### src/rtl/prio_pkg.sv
package prio_pkg;
  typedef struct packed {
    logic passCode;
    logic emptyFlag;
    logic groupFlag;
  } encStrobe_t;
endpackage

### src/rtl/prio_ctrl.sv
module prio_ctrl
  import prio_pkg::*;
(
  input  logic       enIn,
  input  logic       anyHit,
  output encStrobe_t strobe
);
  always_comb begin
    strobe.passCode  = enIn & anyHit;
    strobe.emptyFlag = enIn & ~anyHit;
    strobe.groupFlag = enIn & anyHit;
  end
endmodule

### src/rtl/prio_path.sv
module prio_path
  import prio_pkg::*;
#(
  parameter int WIDTH  = 8,
  localparam int CODE_W = $clog2(WIDTH)
) (
  input  logic [WIDTH-1:0]  reqIn,
  input  encStrobe_t        strobe,
  output logic              anyHit,
  output logic [CODE_W-1:0] codeOut
);
  logic [CODE_W-1:0] rawIdx;

  always_comb begin
    rawIdx = '0;
    for (int i = 0; i < WIDTH; i++) begin
      if (reqIn[i]) rawIdx = CODE_W'(i);
    end
  end

  assign anyHit  = |reqIn;
  assign codeOut = strobe.passCode ? rawIdx : '0;
endmodule

### src/rtl/prio_enc.sv
module prio_enc
  import prio_pkg::*;
#(
  parameter int WIDTH  = 8,
  localparam int CODE_W = $clog2(WIDTH)
) (
  input  logic              enIn,
  input  logic [WIDTH-1:0]  reqIn,
  output logic [CODE_W-1:0] codeOut,
  output logic              enOut,
  output logic              grpOut
);
  encStrobe_t strobe;
  logic       anyHit;

  prio_ctrl i_ctrl (
    .enIn   (enIn),
    .anyHit (anyHit),
    .strobe (strobe)
  );

  prio_path #(.WIDTH(WIDTH)) i_path (
    .reqIn   (reqIn),
    .strobe  (strobe),
    .anyHit  (anyHit),
    .codeOut (codeOut)
  );

  assign enOut  = strobe.emptyFlag;
  assign grpOut = strobe.groupFlag;
endmodule

### src/rtl/prio_cascade.sv
module prio_cascade #(
  parameter int SLICE_W = 8,
  localparam int SUB_W  = $clog2(SLICE_W),
  localparam int TOT_W  = 2 * SLICE_W
) (
  input  logic             enIn,
  input  logic [TOT_W-1:0] reqIn,
  output logic [SUB_W:0]   codeOut,
  output logic             enOut,
  output logic             grpOut
);
  logic [SUB_W-1:0] sliceCode [2];
  logic [1:0]       sliceEn;
  logic [1:0]       sliceIdle;
  logic [1:0]       sliceGrp;

  // slice 1 covers the upper lines and sees the external enable;
  // slice 0 is enabled only by slice 1's idle flag
  assign sliceEn[1] = enIn;
  assign sliceEn[0] = sliceIdle[1];

  for (genvar s = 0; s < 2; s++) begin : g_slice
    prio_enc #(.WIDTH(SLICE_W)) i_enc (
      .enIn    (sliceEn[s]),
      .reqIn   (reqIn[s*SLICE_W +: SLICE_W]),
      .codeOut (sliceCode[s]),
      .enOut   (sliceIdle[s]),
      .grpOut  (sliceGrp[s])
    );
  end

  assign codeOut = {sliceGrp[1], sliceCode[1] | sliceCode[0]};
  assign enOut   = sliceIdle[0];
  assign grpOut  = sliceGrp[1] | sliceGrp[0];
endmodule

### config.mk
export PLATFORM = sky130hd
export DESIGN_NAME = prio_cascade
export DESIGN_NICKNAME = d
export VERILOG_FILES = /design/src/rtl/prio_pkg.sv /design/src/rtl/prio_ctrl.sv /design/src/rtl/prio_path.sv /design/src/rtl/prio_enc.sv /design/src/rtl/prio_cascade.sv
export SDC_FILE = /design/constraint.sdc
export NUM_CORES = 1
export LEC_CHECK = 0
export BUFFER_PORTS_ARGS = -buffer_cell sky130_fd_sc_hd__buf_4
export CAP_MARGIN = 10
export CORE_AREA = 3 3 40 42
export DETAILED_ROUTE_END_ITERATION = 10
export DIE_AREA = 0 0 43 45
export PLACE_DENSITY = 0.48
export SLEW_MARGIN = 20
export SYNTH_ARGS = -nofsm -noshare
export SYNTH_HDL_FRONTEND = slang
export SYNTH_SLANG_ARGS = --single-unit
### constraint.sdc
create_clock -name vclk -period 1.23
set_clock_uncertainty 0.05 [all_clocks]
set_input_delay 0.0615 -clock vclk [all_inputs]
set_output_delay 0.0615 -clock vclk [all_outputs]
set_load 0.01 [all_outputs]
## After elaboration in Yosys (flattened, before gate mapping)

Index checks and enable logic that the tools add are counted.

- Register bits after elaboration: 0
- Latch bits: 0
- RAM bits: 0
- Memory bits (read-only): 0
- Bits of input ports: 17
- Memories kept: 0

- $add $sub $neg: 0
- Multipliers: 0
- Divide/modulo/power cells: 0
- Order comparisons: 0
- Equality and inequality tests: 0
- Shift-type cells: 0
- Multiplexer cells: 16
- Bitwise logic cells: 8
- Reductions and logical operators: 2

Operators by type and width:

| kind | number |
|---|---|
| $mux W3 | 14 |
| $reduce_or A8 Y1 | 2 |
| $and A1 B1 Y1 | 4 |
| $or A3 B3 Y3 | 1 |
| $mux W1 | 2 |
| $not A1 Y1 | 2 |
| $or A1 B1 Y1 | 1 |

## Logic depth before layout (Yosys ltp)

Gate-level depths: netlist of the first run.

- Word-level depth: 9
- Mapped depth: 5
- Depth with buffers taken out: 4

## Hierarchy

Synthesis of the first run repeated with hierarchy kept, for this count alone.

- Cell total of the unflattened synthesis: 37
- Area, all modules: 245.2 um^2

By module, submodules not included:

| module | times used | cells each | area an instance (um^2) | seq. area each (um^2) |
|---|---|---|---|---|
| prio_path | 2 | 13 | 82.6 | 0.0 |
| prio_ctrl | 2 | 3 | 23.8 | 0.0 |
| prio_cascade | 1 | 5 | 32.5 | 0.0 |

## Worst setup path before layout of the first run

Ideal clock, no wire load.

- Path type: input to output
- Start: input port reqIn[11]
- End: output port codeOut[0]
- Data arrival time: 0.888 ns
- Required time: 1.118 ns
- Path slack: 0.230 ns
- Stages on the path: 4
- Cells stage by stage: nor4_4 nand3_1 nand2b_1 o22ai_1

- Word-level cells in the longest chain between the ends: 7
- Elaborated cells between the ends (all ways): 13
- Classes of those cells: mux (7); bitwise (5); reduce/logical (1)

Ends and longest elaborated chain:

| item | line | text |
|---|---|---|
| from (decl) | prio_cascade.sv:7 | `input logic [TOT_W-1:0] reqIn,` |
| $mux W3 (5 in series) | prio_path.sv:17 | `if (reqIn[i]) rawIdx = CODE_W'(i);` |
| $mux W3 | prio_path.sv:22 | `assign codeOut = strobe.passCode ? rawIdx : '0;` |
| $or A3 B3 Y3 * | prio_cascade.sv:32 | `assign codeOut = {sliceGrp[1], sliceCode[1] \| sliceCode[0]};` |
| to (decl) | prio_cascade.sv:8 | `output logic [SUB_W:0] codeOut,` |

Mark *: on every way between the ends. The rest lies on a longest branch, timed or not.

## Final worst setup path of the first run

- Start: input port reqIn[12]
- End: output port codeOut[0]

- Word-level cells in the longest chain between the ends: 6
- Elaborated cells between the ends (all ways): 12
- Classes of those cells: mux (6); bitwise (5); reduce/logical (1)

Ends and longest elaborated chain:

| item | line |
|---|---|
| $reduce_or A8 Y1 / $mux W3 (equally long branches) | prio_path.sv:21, prio_path.sv:17 |
| $not A1 Y1 / $mux W3 (equally long branches) | prio_ctrl.sv:10, prio_path.sv:17 |
| $and A1 B1 Y1 / $mux W3 (equally long branches) | prio_ctrl.sv:10, prio_path.sv:17 |
| $and A1 B1 Y1 / $mux W3 (equally long branches) | prio_ctrl.sv:9, prio_path.sv:17 |
| $mux W3 | prio_path.sv:22 |
| $or A3 B3 Y3 * | prio_cascade.sv:32 |

Marks and branches as above.

==> run summary, run 1 <==
Status - finished, final reports clean
Nets@finish - 77
Peak supply drop - 0.0968 mV
Leak Pwr - 0.208 nW
Die ar. - 1940 um^2
Min-Delay Startpoint - enIn
# fillers - 140
Syn-to-layout area delta - 109%
Setup TNS - 0 ps
Row cnt - 13
Core ar. - 1280 um^2
1st-iter DRT viols - 2
Required time of the critical path - 1120 ps
Vias - 317
Commonest non-fill, non-tap cell in the layout - buf_4
Rel. slew slack - 83.0%
Post-route insts no fill - 73
Pwr dens - 281 nW/um^2
Worst EP arrival - 1060 ps
Total GRT Usage - 6.72%
Remaining DRCs - 0
Vias/cell - 4.34
Slew Limit Fails - 0
Final Util - 32.8%
RSZ-0062 raised after global routing - true
ANT nets after route - 0
Register Area - 0 um^2
First-pass GRT wire length - 1060 um
Tot Pwr - 0.000119 W
Maxcap violations - 0
Critical Path Fanout Max - 3
Final wirelength - 676 um
Final setup violation count - 0
Max frequency - 0.855 GHz
Die Ht - 45 um
Avg Synthesized Cell Area - 6.10 um^2
Gate Count Post-Synth - 33
Starting Density - 15.7%
Vias in the first global route - 283
Period utilization - 95.1%
Clock buffers - 0
Worst hold path cell count - 4
Sequential area share after synthesis - 0%
DR pass1 iterations - 2
Worst Path Class, Setup - primary input to output port
Crit path launch type - primary input
Routed len/inst - 9.26 um
Synth Net Count - 50
Most frequent cells in the layout - buf_4 (26), inv_1 (5), nor2_1 (4), nor3_1 (4), a21oi_1 (4)
Ant. Diodes - 0
Yosys warnings - 0
Worst-margin pin slew - 253 ps
Die X - 43 um
Grt ovf - 0
Synth unique cells - 13
Largest net degree at the start of global routing - 5
Final hold vios - 0
Layout cells sized above 1 - 51.7%
Worst min path class - primary input to output port
Port Buf Inserts - 23
Seq Cell Count - 0
Multi-input gate area - 189 um^2
Hold-critical path endpoint - codeOut[3]
Num ports - 23
CP Capture Type - output port
Post-detail-place hpwl - 600 um
Number of antenna violations at the first check in global routing - 0
Synth Cell Area - 201 um^2
Gpl congestion - 0.671
Placed insts - 72
Final critical delay including setup and external delays - 1170 ps
Hold_buf cts - 0
## where the power goes
part | internal (W) | leakage (nW) | switching [W]
Clock | 0 | 0 | 0
Sequential | 0 | 0 | 0
Combinational | 0.0000674 | 0.208 | 0.0000513
Total | 0.0000674 | 0.208 | 0.0000513
## final cells by class
cell class                 count  area share (%)
timing repair buffer          26            46.3
multi-input combinational     27            44.8
inverter                       5            4.45
tap                           15            4.45
## per-layer routing
layer / up-vias / wire length, um / track usage [%]
li1: 170 / - / -
met1: 131 / 267 / 8.81
met2: 16 / 311 / 12.0
met3: 0 / 97 / 1.59
met4: 0 / 0 / 0
met5: - / 0 / 0
## through the flow
step           setup slack [ps]  hold slack [ps]  instance area (um^2)
2_1_floorplan               230              190                   201
3_3_place_gp               23.4              437                   400
6_report                   60.8              427                   422
5_1_grt                   -25.8              473                   422
3_5_place_dp               13.7              438                   400
4_1_cts                    13.2              438                   400
## worst max path at each step
stage | start | endpoint | slack (ps) | cells past startpoint
floorplan | reqIn[11] | codeOut[0] | 230 | 4
global placement | reqIn[11] | codeOut[1] | 20 | 6
detailed placement | reqIn[11] | codeOut[0] | 10 | 6
CTS | reqIn[11] | codeOut[0] | 10 | 6
global route | reqIn[8] | codeOut[1] | -30 | 6
finish | reqIn[12] | codeOut[0] | 60 | 6
## cells by family (layout without fill, tap and decap cells)
| kind of cell | Yosys count | after routing | synth area share, % |
|---|---|---|---|
| AOI/OAI and AO/OA | 9 | 9 | 28.6 |
| buffers and inverters | 6 | 31 | 13.0 |
| and+or+nand+nor | 18 | 18 | 58.4 |
## synth_stat cells
cell      number  share of area [%]
nor4_4         2                 21
a21oi_1        4                9.9
buf_4          1                3.7
nor3_1         4                9.9
a21boi_1       1                3.7
nand2_1        3                5.6
nand2b_1       2                6.2
inv_1          5                9.3
o22ai_1        2                6.2
nand3_1        2                5.0
nor4_1         1                3.1
nor2_1         4                7.5
o31a_1         2                8.7
## worst max-delay path, cell delays in order
cell	delay, ps
buf_4	130
nor4_4	270
nand3_1	130
nand2b_4	170
o22ai_1	160
buf_4	140
## timing repair
action / 4_1_cts / 5_1_grt
setup buffers: 0 / 1
gates resized for setup: 0 / 2
endpoints found under the setup margin: 0 / 4
Note: power is estimated with default switching activity, not from simulation.
==> run 2, diff against run 1 <==
Settings changed: PLACE_DENSITY 0.48 to 0.45, REMOVE_ABC_BUFFERS set to 1.
==> run summary, run 2 (same netlist as run 1, synthesis figures left out) <==
Largest net degree at the start of global routing - 5 (unchanged)
Worst Path Class, Setup - primary input to output port (unchanged)
Multi-input gate area - 206 um^2 (was 189 um^2)
Final Util - 35.9% (was 32.8%)
Starting Density - 15.7% (unchanged)
Vias in the first global route - 278 (was 283)
Period utilization - 91.5% (was 95.1%)
Rel. slew slack - 82.2% (was 83.0%)
Nets@finish - 78 (was 77)
Clock power share - 0% (about the same)
Remaining DRCs - 0 (unchanged)
Worst setup margin - 105 ps (was 60.8 ps)
1st-iter DRT viols - 0 (was 2)
Vias/cell - 4.46 (was 4.34)
Min Hold Slack - 437 ps (was 427 ps)
Leak Pwr - 0.223 nW (was 0.208 nW)
Vias - 330 (was 317)
Die X - 43 um (unchanged)
Cell Area, Placed - 415 um^2 (was 400 um^2)
Die ar. - 1940 um^2 (unchanged)
Num ports - 23 (unchanged)
Core ar. - 1280 um^2 (unchanged)
Hold_buf cts - 0 (unchanged)
Setup Slack @ Placement - -12.2 ps (was 13.7 ps)
Grt ovf - 0 (unchanged)
Max incr delay on CP - 270 ps (about the same)
First-pass GRT wire length - 1080 um (was 1060 um)
Final critical delay including setup and external delays - 1130 ps (was 1170 ps)
Post-detail-place hpwl - 640 um (was 600 um)
Gpl congestion - 0.734 (was 0.671)
CP delay by family, top - simple AND/OR/NAND/NOR gates (unchanged)
CP Cell Sequence - buf_6 > nor4_4 > nand3_1 > nand2b_4 > o22ai_2 > buf_4 (was buf_4 > nor4_4 > nand3_1 > nand2b_4 > o22ai_1 > buf_4)
Final wirelength - 752 um (was 676 um)
Layout cells sized above 1 - 57.6% (was 51.7%)
Tot Pwr - 0.000134 W (was 0.000119 W)
Clock buffers - 0 (unchanged)
Syn-to-layout area delta - 129% (was 109%)
Status - finished, final reports clean (unchanged)
Register Area - 0 um^2 (unchanged)
Cell Int Power - 0.0000774 W (was 0.0000674 W)
CP Capture Type - output port (unchanged)
Net Sw Power - 0.0000564 W (was 0.0000513 W)
Setup Buffers After CTS - 0 (unchanged)
Port Buf Inserts - 23 (unchanged)
Die Ht - 45 um (unchanged)
Comb pwr share - 100.0% (about the same)
Peak supply drop - 0.0765 mV (was 0.0968 mV)
Pwr dens - 290 nW/um^2 (was 281 nW/um^2)
Critical Path Fanout Max - 3 (unchanged)
Worst path bufs/invs - 2 (unchanged)
Switching share of power - 42.2% (was 43.2%)
Routed len/inst - 10.2 um (was 9.26 um)
Worst-margin pin slew - 266 ps (was 253 ps)
Seq Cell Count - 0 (unchanged)
# fillers - 146 (was 140)
Maxcap violations - 0 (unchanged)
Required time of the critical path - 1120 ps (about the same)
Final setup violation count - 0 (unchanged)
ANT nets after route - 0 (unchanged)
Worst EP arrival - 1010 ps (was 1060 ps)
RSZ-0062 raised after global routing - false (was true)
Max frequency - 0.889 GHz (was 0.855 GHz)
DR pass1 iterations - 1 (was 2)
Ant. Diodes - 0 (unchanged)
Sequential power share - 0% (about the same)
Worst min path class - primary input to output port (unchanged)
Crit path launch type - primary input (unchanged)
Commonest non-fill, non-tap cell in the layout - buf_4 (unchanged)
Slowest stage cell, crit path - nor4_4 (unchanged)
Total GRT Usage - 6.72% (unchanged)
Most frequent cells in the layout - buf_4 (23), inv_1 (5) (was buf_4 (26), inv_1 (5), nor2_1 (4), nor3_1 (4), a21oi_1 (4))
Row cnt - 13 (unchanged)
Number of antenna violations at the first check in global routing - 0 (unchanged)
Final hold vios - 0 (unchanged)
Slew Limit Fails - 0 (unchanged)
Finished Cell Area - 462 um^2 (was 422 um^2)
run 2: cell types whose count changed in the layout (fill, tap and decap cells not counted), sizes merged:
cell | before | now
buf | 26 | 27
run 2: final cells by class:
cell class | instances | share of cell area (%)
Inverter | 5 | 4.07
Timing Repair Buffer | 27 | 47.2
Multi-Input combinational cell | 27 | 44.7
Tap cell | 15 | 4.07
run 2: tightest hold or removal path, stage by stage:
cell and delay [ps]:
buf_4 90, a21boi_1 140, buf_4 130
run 2: what timing repair did:
action / 4_1_cts / 5_1_grt
cloned: 0 / 0
endpoints found under the setup margin: 1 / 4
resized for setup: 1 / 8
pin swaps: 0 / 5
run 2: through the flow:
step,setup TNS (ps),instances
floorplan,0,32
global placement,0,74
detailed placement,-12.2,74
CTS,0,74
global route,0,74
finish,0,74
run 2: worst paths after layout:
kind	startpoint	to	slack (ps)	cells after the start
max	reqIn[15]	codeOut[0]	100	6
min	enIn	codeOut[2]	440	3
run 2: layer usage:
metal / GRT usage [%] / vias up / share of wire, %
met2: 11.4 / 18 / 45
met4: 0 / 0 / 0
li1: - / 170 / -
met5: 0 / - / 0
met1: 9.52 / 142 / 40
met3: 1.20 / 0 / 15
run 2: power by group through the flow:
stage | clock network (W) | logic, W | registers (W)
floorplan | 0 | 0.0000361 | 0
global placement | 0 | 0.000124 | 0
detailed placement | 0 | 0.000123 | 0
CTS | 0 | 0.000124 | 0
global route | 0 | 0.000146 | 0
finish | 0 | 0.000134 | 0
